--- src/rtl/rob_pkg.sv ---
package rob_pkg;
  // Outcome of a source operand lookup.
  typedef enum logic [1:0] {
    SRC_SAFE  = 2'd0,
    SRC_ENTRY = 2'd1,
    SRC_WAIT  = 2'd2
  } src_kind_e;
endpackage

--- src/rtl/rob_entries.sv ---
module rob_entries #(
  parameter int DEPTH  = 8,
  parameter int AREG_W = 3,
  parameter int DATA_W = 16,
  localparam int TAG_W = $clog2(DEPTH)
) (
  input  logic                           clk,
  input  logic                           rst_n,
  input  logic                           alloc_en,
  input  logic [TAG_W-1:0]               alloc_idx,
  input  logic [AREG_W-1:0]              alloc_areg,
  input  logic                           alloc_spec,
  input  logic                           res_en,
  input  logic [TAG_W-1:0]               res_idx,
  input  logic [DATA_W-1:0]              res_data,
  input  logic                           spec_clr,
  output logic [DEPTH-1:0]               valid_q,
  output logic [DEPTH-1:0]               spec_q,
  output logic [DEPTH-1:0][AREG_W-1:0]   areg_q,
  output logic [DEPTH-1:0][DATA_W-1:0]   data_q
);
  for (genvar e = 0; e < DEPTH; e++) begin : g_slot
    always_ff @(posedge clk) begin
      if (!rst_n) begin
        valid_q[e] <= 1'b0;
        spec_q[e]  <= 1'b0;
        areg_q[e]  <= '0;
        data_q[e]  <= '0;
      end else begin
        if (res_en && res_idx == TAG_W'(e)) begin
          valid_q[e] <= 1'b1;
          data_q[e]  <= res_data;
        end
        if (spec_clr) spec_q[e] <= 1'b0;
        if (alloc_en && alloc_idx == TAG_W'(e)) begin
          valid_q[e] <= 1'b0;
          spec_q[e]  <= alloc_spec;
          areg_q[e]  <= alloc_areg;
        end
      end
    end
  end

  AST_ALLOC_CLEARS: assert property (@(posedge clk) disable iff (!rst_n)
    alloc_en |=> !valid_q[$past(alloc_idx)]);
  AST_RESULT_SETS: assert property (@(posedge clk) disable iff (!rst_n)
    (res_en && !(alloc_en && alloc_idx == res_idx)) |=> valid_q[$past(res_idx)]);
endmodule

--- src/rtl/rob_safe_file.sv ---
module rob_safe_file #(
  parameter int NUM_AREGS = 8,
  parameter int DEPTH     = 8,
  parameter int DATA_W    = 16,
  localparam int AREG_W = $clog2(NUM_AREGS),
  localparam int TAG_W  = $clog2(DEPTH),
  localparam int PTR_W  = TAG_W + 1
) (
  input  logic                         clk,
  input  logic                         rst_n,
  input  logic                         ret_en,
  input  logic [AREG_W-1:0]            ret_areg,
  input  logic [DATA_W-1:0]            ret_data,
  input  logic [TAG_W-1:0]             ret_tag,
  input  logic                         alloc_en,
  input  logic [AREG_W-1:0]            alloc_areg,
  input  logic [TAG_W-1:0]             alloc_tag,
  input  logic                         flush,
  input  logic [PTR_W-1:0]             scan_start,
  input  logic [PTR_W-1:0]             scan_end,
  input  logic [DEPTH-1:0][AREG_W-1:0] ent_areg,
  input  logic [AREG_W-1:0]            rd_areg,
  output logic                         rd_renamed,
  output logic [DATA_W-1:0]            rd_value,
  output logic [TAG_W-1:0]             rd_tag
);
  logic [NUM_AREGS-1:0]             renamed_q;
  logic [NUM_AREGS-1:0][TAG_W-1:0]  idx_q;
  logic [NUM_AREGS-1:0][DATA_W-1:0] value_q;
  logic [PTR_W-1:0]                 span;

  assign span = scan_end - scan_start;

  for (genvar r = 0; r < NUM_AREGS; r++) begin : g_reg
    logic             found;
    logic [TAG_W-1:0] newest;

    // Rebuild after a flush: newest surviving writer of this register.
    always_comb begin
      found  = 1'b0;
      newest = '0;
      for (int k = 0; k < DEPTH; k++) begin
        logic [TAG_W-1:0] slot;
        slot = TAG_W'(scan_start[TAG_W-1:0] + TAG_W'(k));
        if (k < int'(span) && ent_areg[slot] == AREG_W'(r)) begin
          found  = 1'b1;
          newest = slot;
        end
      end
    end

    always_ff @(posedge clk) begin
      if (!rst_n) begin
        renamed_q[r] <= 1'b0;
        idx_q[r]     <= '0;
        value_q[r]   <= '0;
      end else begin
        if (ret_en && ret_areg == AREG_W'(r)) value_q[r] <= ret_data;
        if (flush) begin
          renamed_q[r] <= found;
          idx_q[r]     <= newest;
        end else begin
          if (ret_en && ret_areg == AREG_W'(r) && idx_q[r] == ret_tag)
            renamed_q[r] <= 1'b0;
          if (alloc_en && alloc_areg == AREG_W'(r)) begin
            renamed_q[r] <= 1'b1;
            idx_q[r]     <= alloc_tag;
          end
        end
      end
    end

    AST_ALLOC_RENAMES: assert property (@(posedge clk) disable iff (!rst_n)
      (alloc_en && !flush && alloc_areg == AREG_W'(r))
        |=> (renamed_q[r] && idx_q[r] == $past(alloc_tag)));
    AST_OLD_RETIRE_KEEPS: assert property (@(posedge clk) disable iff (!rst_n)
      (ret_en && !flush && ret_areg == AREG_W'(r) && renamed_q[r] && idx_q[r] != ret_tag)
        |=> renamed_q[r]);
  end

  assign rd_renamed = renamed_q[rd_areg];
  assign rd_value   = value_q[rd_areg];
  assign rd_tag     = idx_q[rd_areg];
endmodule

--- src/rtl/rob_retire.sv ---
module rob_retire
  import rob_pkg::*;
#(
  parameter int NUM_AREGS = 8,
  parameter int DEPTH     = 8,
  parameter int DATA_W    = 16,
  localparam int AREG_W = $clog2(NUM_AREGS),
  localparam int TAG_W  = $clog2(DEPTH),
  localparam int PTR_W  = TAG_W + 1
) (
  input  logic              clk,
  input  logic              rst_n,
  input  logic              alloc_valid,
  output logic              alloc_ready,
  input  logic [AREG_W-1:0] alloc_areg,
  input  logic              alloc_spec,
  output logic [TAG_W-1:0]  alloc_tag,
  input  logic              res_valid,
  input  logic [TAG_W-1:0]  res_tag,
  input  logic [DATA_W-1:0] res_data,
  input  logic              br_valid,
  input  logic              br_mispredict,
  input  logic [AREG_W-1:0] src_areg,
  output logic              src_ready,
  output logic [DATA_W-1:0] src_value,
  output logic [TAG_W-1:0]  src_tag,
  output logic              retire_valid,
  output logic [AREG_W-1:0] retire_areg,
  output logic [DATA_W-1:0] retire_data
);
  logic [PTR_W-1:0] head_q, tail_q, spec_ptr_q, head_nx, count;
  logic             spec_any_q, full, empty, alloc_fire, flush;
  logic [TAG_W-1:0] head_idx;

  logic [DEPTH-1:0]             ent_valid, ent_spec;
  logic [DEPTH-1:0][AREG_W-1:0] ent_areg;
  logic [DEPTH-1:0][DATA_W-1:0] ent_data;

  logic              rd_renamed;
  logic [DATA_W-1:0] rd_value;
  logic [TAG_W-1:0]  rd_tag;
  src_kind_e         kind;

  assign count       = tail_q - head_q;
  assign full        = (count == PTR_W'(DEPTH));
  assign empty       = (count == '0);
  assign head_idx    = head_q[TAG_W-1:0];
  assign alloc_tag   = tail_q[TAG_W-1:0];
  assign alloc_ready = !full && !br_valid;
  assign alloc_fire  = alloc_valid && alloc_ready;
  assign flush       = br_valid && br_mispredict && spec_any_q;

  assign retire_valid = !empty && ent_valid[head_idx] && !ent_spec[head_idx];
  assign retire_areg  = ent_areg[head_idx];
  assign retire_data  = ent_data[head_idx];
  assign head_nx      = head_q + PTR_W'(retire_valid);

  always_ff @(posedge clk) begin
    if (!rst_n) begin
      head_q     <= '0;
      tail_q     <= '0;
      spec_ptr_q <= '0;
      spec_any_q <= 1'b0;
    end else begin
      head_q <= head_nx;
      if (flush)           tail_q <= spec_ptr_q;
      else if (alloc_fire) tail_q <= tail_q + PTR_W'(1);
      if (br_valid) spec_any_q <= 1'b0;
      else if (alloc_fire && alloc_spec && !spec_any_q) begin
        spec_any_q <= 1'b1;
        spec_ptr_q <= tail_q;
      end
    end
  end

  rob_entries #(.DEPTH(DEPTH), .AREG_W(AREG_W), .DATA_W(DATA_W)) u_entries (
    .clk       (clk),
    .rst_n     (rst_n),
    .alloc_en  (alloc_fire),
    .alloc_idx (alloc_tag),
    .alloc_areg(alloc_areg),
    .alloc_spec(alloc_spec),
    .res_en    (res_valid),
    .res_idx   (res_tag),
    .res_data  (res_data),
    .spec_clr  (br_valid),
    .valid_q   (ent_valid),
    .spec_q    (ent_spec),
    .areg_q    (ent_areg),
    .data_q    (ent_data)
  );

  rob_safe_file #(.NUM_AREGS(NUM_AREGS), .DEPTH(DEPTH), .DATA_W(DATA_W)) u_safe (
    .clk       (clk),
    .rst_n     (rst_n),
    .ret_en    (retire_valid),
    .ret_areg  (retire_areg),
    .ret_data  (retire_data),
    .ret_tag   (head_idx),
    .alloc_en  (alloc_fire),
    .alloc_areg(alloc_areg),
    .alloc_tag (alloc_tag),
    .flush     (flush),
    .scan_start(head_nx),
    .scan_end  (spec_ptr_q),
    .ent_areg  (ent_areg),
    .rd_areg   (src_areg),
    .rd_renamed(rd_renamed),
    .rd_value  (rd_value),
    .rd_tag    (rd_tag)
  );

  always_comb begin
    if (!rd_renamed)          kind = SRC_SAFE;
    else if (ent_valid[rd_tag]) kind = SRC_ENTRY;
    else                      kind = SRC_WAIT;
  end

  assign src_ready = (kind != SRC_WAIT);
  assign src_value = (kind == SRC_SAFE) ? rd_value : ent_data[rd_tag];
  assign src_tag   = rd_tag;

  AST_NO_OVERFLOW: assert property (@(posedge clk) disable iff (!rst_n)
    count <= PTR_W'(DEPTH));
  AST_FULL_BLOCKS: assert property (@(posedge clk) disable iff (!rst_n)
    full |-> !alloc_ready);
  AST_EMPTY_IDLE: assert property (@(posedge clk) disable iff (!rst_n)
    empty |-> !retire_valid);
  AST_HEAD_STEP: assert property (@(posedge clk) disable iff (!rst_n)
    retire_valid |=> (head_q == $past(head_q) + PTR_W'(1)));
  AST_SPEC_HOLD: assert property (@(posedge clk) disable iff (!rst_n)
    retire_valid |-> !(spec_any_q && head_q == spec_ptr_q));
  AST_FLUSH_TAIL: assert property (@(posedge clk) disable iff (!rst_n)
    flush |=> (tail_q == $past(spec_ptr_q)));
endmodule

--- config.mk ---
export PLATFORM = sky130hd
export DESIGN_NAME = rob_retire
export DESIGN_NICKNAME = d
export VERILOG_FILES = /design/src/rtl/rob_pkg.sv /design/src/rtl/rob_entries.sv /design/src/rtl/rob_safe_file.sv /design/src/rtl/rob_retire.sv
export SDC_FILE = /design/constraint.sdc
export NUM_CORES = 1
export LEC_CHECK = 0
export BUFFER_PORTS_ARGS = -buffer_cell sky130_fd_sc_hd__buf_2
export CAP_MARGIN = 25
export CORE_MARGIN = 1
export CORE_UTILIZATION = 29
export CTS_CLUSTER_SIZE = 40
export DETAILED_ROUTE_END_ITERATION = 7
export GPL_TIMING_DRIVEN = 0
export PLACE_DENSITY_LB_ADDON = 0.3
export SYNTH_ARGS = -nofsm -noshare
export SYNTH_HDL_FRONTEND = slang
export SYNTH_SLANG_ARGS = --single-unit
--- constraint.sdc ---
create_clock -name clk -period 11.87 [get_ports clk]
set_input_delay 1.187 -clock clk [delete_from_list [all_inputs] [get_ports clk]]
set_output_delay 1.187 -clock clk [all_outputs]
set_load 0.05 [all_outputs]
==> flow_metrics.tcl, run 1 <==
set metrics [dict create \
    cpPeakStageDelay_ns 0.71 \
    total_leakage_power_nw 9.06 \
    gp_congestion 1.03 \
    cp_max_fo 10 \
    area_growth_pct 13.4 \
    placed_cell_area_um2 22300 \
    holdBufCountCts 0 \
    dp_slack_ns 2.70 \
    wl_per_cell_um 23.9 \
    drtPass1Iterations 6 \
    start_util 0.295 \
    finClkSkew_ns 0.0175 \
    routed_wl_um 84400 \
    cp_slowest_cell "a31oi_1" \
    whs_ns 0.469 \
    grt_overflow 0 \
    clockRootBuffer "clkbuf_16" \
    die-height_um 270 \
    grt_use_total 0.225 \
    post_cts_resized 0 \
    required_ns 12.29 \
    worstMarginPinSlew_ns 1.15 \
    coreArea_um2 70500 \
    numCtsBuffers 41 \
    synth.net_count 2518 \
    async_reset_ff_frac 0 \
    ios 76 \
    utilization 0.334 \
    yosys_register_bits 341 \
    path_clk_slew_ns 0.06 \
    rsz0062_at_grt "no" \
    period_share 0.796 \
    rr_endpoint "u_safe.idx_q[17]$_SDFFE_PN0P_" \
    worst_hold_path_type "reg -> reg" \
    ff2ff_setup_slack_ns 2.42 \
    cp.depth 25 \
    drive_above_1_share 0.119 \
    first_global_vias 19191 \
    crit_buf_inv 9 \
    cp-start-kind "flip-flop" \
    grt_pass1_wl_um 125000 \
    die_w_um 270 \
    fp-row-count 97 \
    hold_start "u_entries.data_q[38]$_SDFFE_PN0P_" \
    status "completed" \
    endpoint_kind "flip-flop" \
    clock-sinks 341 \
    netlist_instances 2471 \
    synth_edf_count 0 \
    crit_path_end "u_safe.idx_q[17]$_SDFFE_PN0P_" \
    synth_flop_cell "dfxtp_1" \
    clk-insertion-delay-late_ns 0.56 \
    fin_setup_tns_ns 0 \
    postSynthAreaPerCell_um2 8.41 \
    grt_start_max_net_pins 13 \
    vias_per_cell 5.74 \
    slew_viol_final 0 \
    hpwl_um 62500 \
    grt_antenna_before_repair 1 \
    r2r-start "head_q[1]$_SDFF_PN0_" \
    drt-initial-drc-count 2624 \
    cp.arrival_ns 9.86 \
    r2r_cells 25 \
    path_common_cell "ha_1" \
    num_vias 20292 \
    worstSetupPathType "reg -> reg" \
    timing.slew.headroom 0.214 \
    dieArea_um2 72800 \
    ys_warn_count 0 \
    crit_path_start "head_q[1]$_SDFF_PN0_" \
    irDropWorstVdd_mv 0.0769 \
    fin_nets 2619 \
    port_buffers 55 \
    clockBufferDepth 3 \
    postRouteAntennaNets 0 \
    htree_levels 2 \
    fmax_mhz 106 \
    drv_cap 0 \
    powerDensity_nw_per_um2 116 \
    post-cts-setup-buffer-count 0 \
    fin_area_um2 23600 \
    finalSetupViolCount 0 \
    synth_cell_type_count 92 \
    n_antenna_cell 0 \
    synth_area_um2 20800 \
    drc_errors 0 \
    finalCriticalPeriod_ns 9.45 \
    path_delay_family "buffers and inverters" \
    finalHoldViolations 0 \
    synth_seq_area_share 0.328 \
    setup_slack_ns 2.42 \
    cts_tree "yes" \
]
## worst register-to-register path, stage by stage (launching register included)
cell	delay (ns)
dfxtp_1	0.45
buf_1	0.66
buf_1	0.71
inv_1	0.11
ha_1	0.32
nor2b_1	0.13
o21a_1	0.20
or3_1	0.37
a31oi_1	0.71
ha_1	0.33
ha_1	0.29
buf_6	0.20
buf_2	0.28
clkbuf_1	0.62
buf_1	0.68
xnor2_1	0.14
ha_1	0.23
or3_1	0.36
clkbuf_1	0.22
a21oi_1	0.52
clkbuf_1	0.43
a211oi_1	0.21
a31o_2	0.30
a221oi_1	0.33
o221ai_1	0.28
o2bb2ai_1	0.20
## cell usage after synthesis (9+ instances only)
library cell	instances	area, um^2
nand3_1	51	255
ha_1	15	188
nand2_1	551	2070
mux2i_1	174	1740
o21ai_0	37	185
clkbuf_1	136	510
a211o_1	22	193
a211oi_1	56	420
nand3b_1	9	67.6
nor3_1	32	160
xor2_1	27	236
mux2_2	23	259
and2_1	15	93.8
nand2b_1	15	93.8
a21oi_1	229	1150
nor2_1	212	796
clkbuf_2	11	55.1
a2111oi_0	13	114
a31oi_1	34	213
inv_1	27	101
buf_1	20	75.1
and3_1	44	275
nand4_1	13	81.3
buf_2	12	60.1
xnor2_1	9	78.8
a311oi_1	27	236
o211ai_1	22	165
o221ai_1	9	78.8
dfxtp_1	341	6830
mux4_2	103	2320
nor3b_1	9	67.6
## how the worst min path moves through the flow
stage,depth (start not counted),endpoint,slack (ns)
after floorplan,2,u_safe.renamed_q[5]$_SDFFE_PN0P_,0.44
after global placement,2,u_entries.data_q[47]$_SDFFE_PN0P_,0.46
after detailed placement,2,u_entries.data_q[9]$_SDFFE_PN0P_,0.46
after CTS,2,u_entries.data_q[60]$_SDFFE_PN0P_,0.47
after global routing,2,u_entries.data_q[9]$_SDFFE_PN0P_,0.49
final,2,u_entries.data_q[38]$_SDFFE_PN0P_,0.47
## cell type report
type	instances	area, um^2
Inverter	30	113
Multi-Input combinational cell	1906	13000
Clock inverter	6	63.8
Clock buffer	63	1250
Sequential cell	341	6830
Buffer	194	843
Timing Repair Buffer	58	300
Tap cell	940	1180
Fill cell	7372	46900
## cells in the final DEF (no fill, tap or decap), types with 9 or more instances in the layout
cell type and count:
ha_1 15, inv_1 27, mux4_2 103, a2111oi_0 12, xnor2_1 9, a21oi_1 229, a311oi_1 27, mux2i_1 174
a211o_1 22, clkbuf_16 41, mux2_2 23, a211oi_1 56, o21ai_0 37, xor2_1 27, nand4_1 13, o221ai_1 9
nor2_1 212, clkbuf_1 144, a31oi_1 34, buf_1 20, buf_2 69, nand3_1 51, nand2b_1 15, nor3_1 32
and3_1 44, clkbuf_8 14, nand3b_1 9, and2_1 15, dfxtp_1 341, nor3b_1 9, clkbuf_2 11, nand2_1 551
o211ai_1 22
## through the flow
step | total power [mW] | std cells
finish | 2.74 | 3538
global route | 2.81 | 3538
detailed placement | 1.50 | 3469
CTS | 2.74 | 3538
floorplan | 1.40 | 2471
global placement | 1.51 | 3466
## routing by layer
layer  wire (um)  track usage  vias up  part of all wire
met1       36800        0.312     9821              0.44
met5           0            0        -                 0
met4        3420       0.0873        0             0.041
li1            -            -     9178                 -
met3        8050       0.0459      189             0.095
met2       36100        0.340     1104              0.43
## state kept, by name, summed over array words and instances, names as in the netlist
name and flops:
u_entries.data_q 128, u_safe.value_q 128, u_entries.areg_q 24, u_safe.idx_q 24, u_entries.spec_q 8, u_entries.valid_q 8, u_safe.renamed_q 8, head_q 4
spec_ptr_q 4, tail_q 4, spec_any_q 1
## report_power, final
group | internal (mW) | total, mW | leakage (nW) | switching, mW
combinational | 0.0873 | 0.312 | 5.66 | 0.224
sequential | 1.16 | 1.18 | 2.75 | 0.0177
clock | 0.741 | 1.25 | 0.642 | 0.507
## cells by family (layout without fill, tap and decap cells)
family,count (synthesis),in the layout,synth area share
xor gates and xnor gates,42,42,0.0214
and+or+nand+nor,993,993,0.206
AOI/OAI and AO/OA,553,553,0.180
muxes,303,303,0.210
DFF,341,341,0.328
buffers and inverters,224,351,0.0460
adders and majority gates,15,15,0.00903
Power figures use the tool's default switching activity.
==> run 2, diff against run 1 <==
- clock period: 11.87 -> 9.4 ns (I/O delays scaled with it)
==> flow_metrics.tcl, run 2 (same netlist as run 1, synthesis figures left out) <==
set metrics [dict create \
    worstMarginPinSlew_ns 1.12 \
    crit_buf_inv 10 \
    coreArea_um2 70500 \
    first_global_vias 19191 \
    finalCriticalPeriod_ns 9.05 \
    cp.arrival_ns 9.46 \
    worstSetupPathType "reg -> reg" \
    timing.slew.headroom 0.234 \
    internal_power_mw 2.51 \
    routed_wl_um 84300 \
    postRouteAntennaNets 0 \
    seqPwrFrac 0.430 \
    die-height_um 270 \
    grt_use_total 0.225 \
    irDropWorstVdd_mv 0.0972 \
    clockBufferDepth 3 \
    drt-initial-drc-count 2549 \
    netSwitchingPower_mw 0.947 \
    finalHoldViolations 0 \
    vias_per_cell 5.76 \
    endpoint_kind "flip-flop" \
    post_cts_resized 0 \
    num_vias 20387 \
    p_clk_frac 0.456 \
    hpwl_um 62500 \
    dieArea_um2 72800 \
    cpPeakStageDelay_ns 0.72 \
    drtPass1Iterations 7 \
    clock-sinks 341 \
    ios 76 \
    gp_congestion 1.03 \
    die_w_um 270 \
    utilization 0.335 \
    power_frac_comb 0.114 \
    area_growth_pct 13.4 \
    grt_antenna_before_repair 1 \
    p_sw_frac 0.274 \
    holdBufCountCts 0 \
    drive_above_1_share 0.120 \
    path_delay_family "buffers and inverters" \
    total_leakage_power_nw 9.06 \
    final_common_cell "nand2_1" \
    worst_hold_path_type "reg -> reg" \
    post-cts-setup-buffer-count 0 \
    cp_slowest_cell "a31oi_1" \
    wl_per_cell_um 23.8 \
    powerDensity_nw_per_um2 147 \
    rsz0062_at_grt "no" \
    start_util 0.295 \
    grt_pass1_wl_um 125000 \
    fin_area_um2 23600 \
    cp_max_fo 10 \
    path_clk_slew_ns 0.06 \
    clk-insertion-delay-late_ns 0.56 \
    period_share 0.963 \
    status "completed" \
    slew_viol_final 0 \
    htree_levels 2 \
    finClkSkew_ns 0.0183 \
    port_buffers 55 \
    layout_common_cells "551 x nand2_1, 341 x dfxtp_1, 229 x a21oi_1" \
    required_ns 9.81 \
    drv_cap 0 \
    grt_overflow 0 \
    numCtsBuffers 41 \
    cp-start-kind "flip-flop" \
    fp-row-count 97 \
    cts_tree "yes" \
    drc_errors 0 \
    grt_start_max_net_pins 13 \
    clockRootBuffer "clkbuf_16" \
    fmax_mhz 110 \
    reg_top3 "u_entries.data_q: 128 flops, u_safe.value_q: 128 flops" \
    placed_cell_area_um2 22300 \
    finalSetupViolCount 0 \
    fin_nets 2619 \
]
[run 2: final cells by class]
cell class | count | area, um^2
Buffer | 194 | 846
Tap cell | 940 | 1180
Fill cell | 7373 | 46900
Clock inverter | 6 | 63.8
Antenna cell | 1 | 2.50
Clock buffer | 63 | 1250
Inverter | 30 | 113
Multi-Input combinational cell | 1906 | 13000
Timing Repair Buffer | 58 | 300
Sequential cell | 341 | 6830
[run 2: tightest hold or removal path, delay by kind of cell, from the launching register on]
family | cells | cell delay, ns
flip-flops | 1 | 0.31
AND/OR/NAND/NOR | 1 | 0.05
AO/OA/AOI/OAI | 1 | 0.05
[run 2: path summary, 6_finish.rpt]
check / from / end / slack, ns / cells past startpoint
hold reg to reg: u_entries.data_q[38]$_SDFFE_PN0P_ / u_entries.data_q[38]$_SDFFE_PN0P_ / 0.47 / 2
setup reg to reg: head_q[2]$_SDFF_PN0_ / u_safe.idx_q[17]$_SDFFE_PN0P_ / 0.35 / 25
setup / recovery: head_q[2]$_SDFF_PN0_ / u_safe.idx_q[17]$_SDFFE_PN0P_ / 0.35 / 25
hold / removal: u_entries.data_q[38]$_SDFFE_PN0P_ / u_entries.data_q[38]$_SDFFE_PN0P_ / 0.47 / 2
[run 2: stage by stage]
stage                     setup WS [ns]  TNS (ns)  instances  hold slack (ns)  power [mW]
after global routing              0.179         0       3538            0.490        3.54
after CTS                         0.209         0       3538            0.470        3.46
final                             0.350         0       3539            0.470        3.46
after detailed placement          0.226         0       3469            0.462        1.90
after floorplan                    2.20         0       2471            0.442        1.76
after global placement           -0.264    -0.473       3466            0.458        1.90
[run 2: metal layers]
layer	GRT usage	routed length [um]	vias to the layer above
li1	-	-	9183
met1	0.312	36900	9910
met2	0.340	36000	1083
met3	0.0459	7860	211
met4	0.0873	3490	0
met5	0	0	-
[run 2: power by group through the flow]
stage                     logic [mW]  registers, mW  clock network [mW]
after floorplan                0.257           1.51                   0
after global placement         0.384           1.52                   0
after detailed placement       0.383           1.52                   0
after CTS                      0.384           1.49                1.59
after global routing           0.415           1.49                1.64
final                          0.394           1.49                1.58
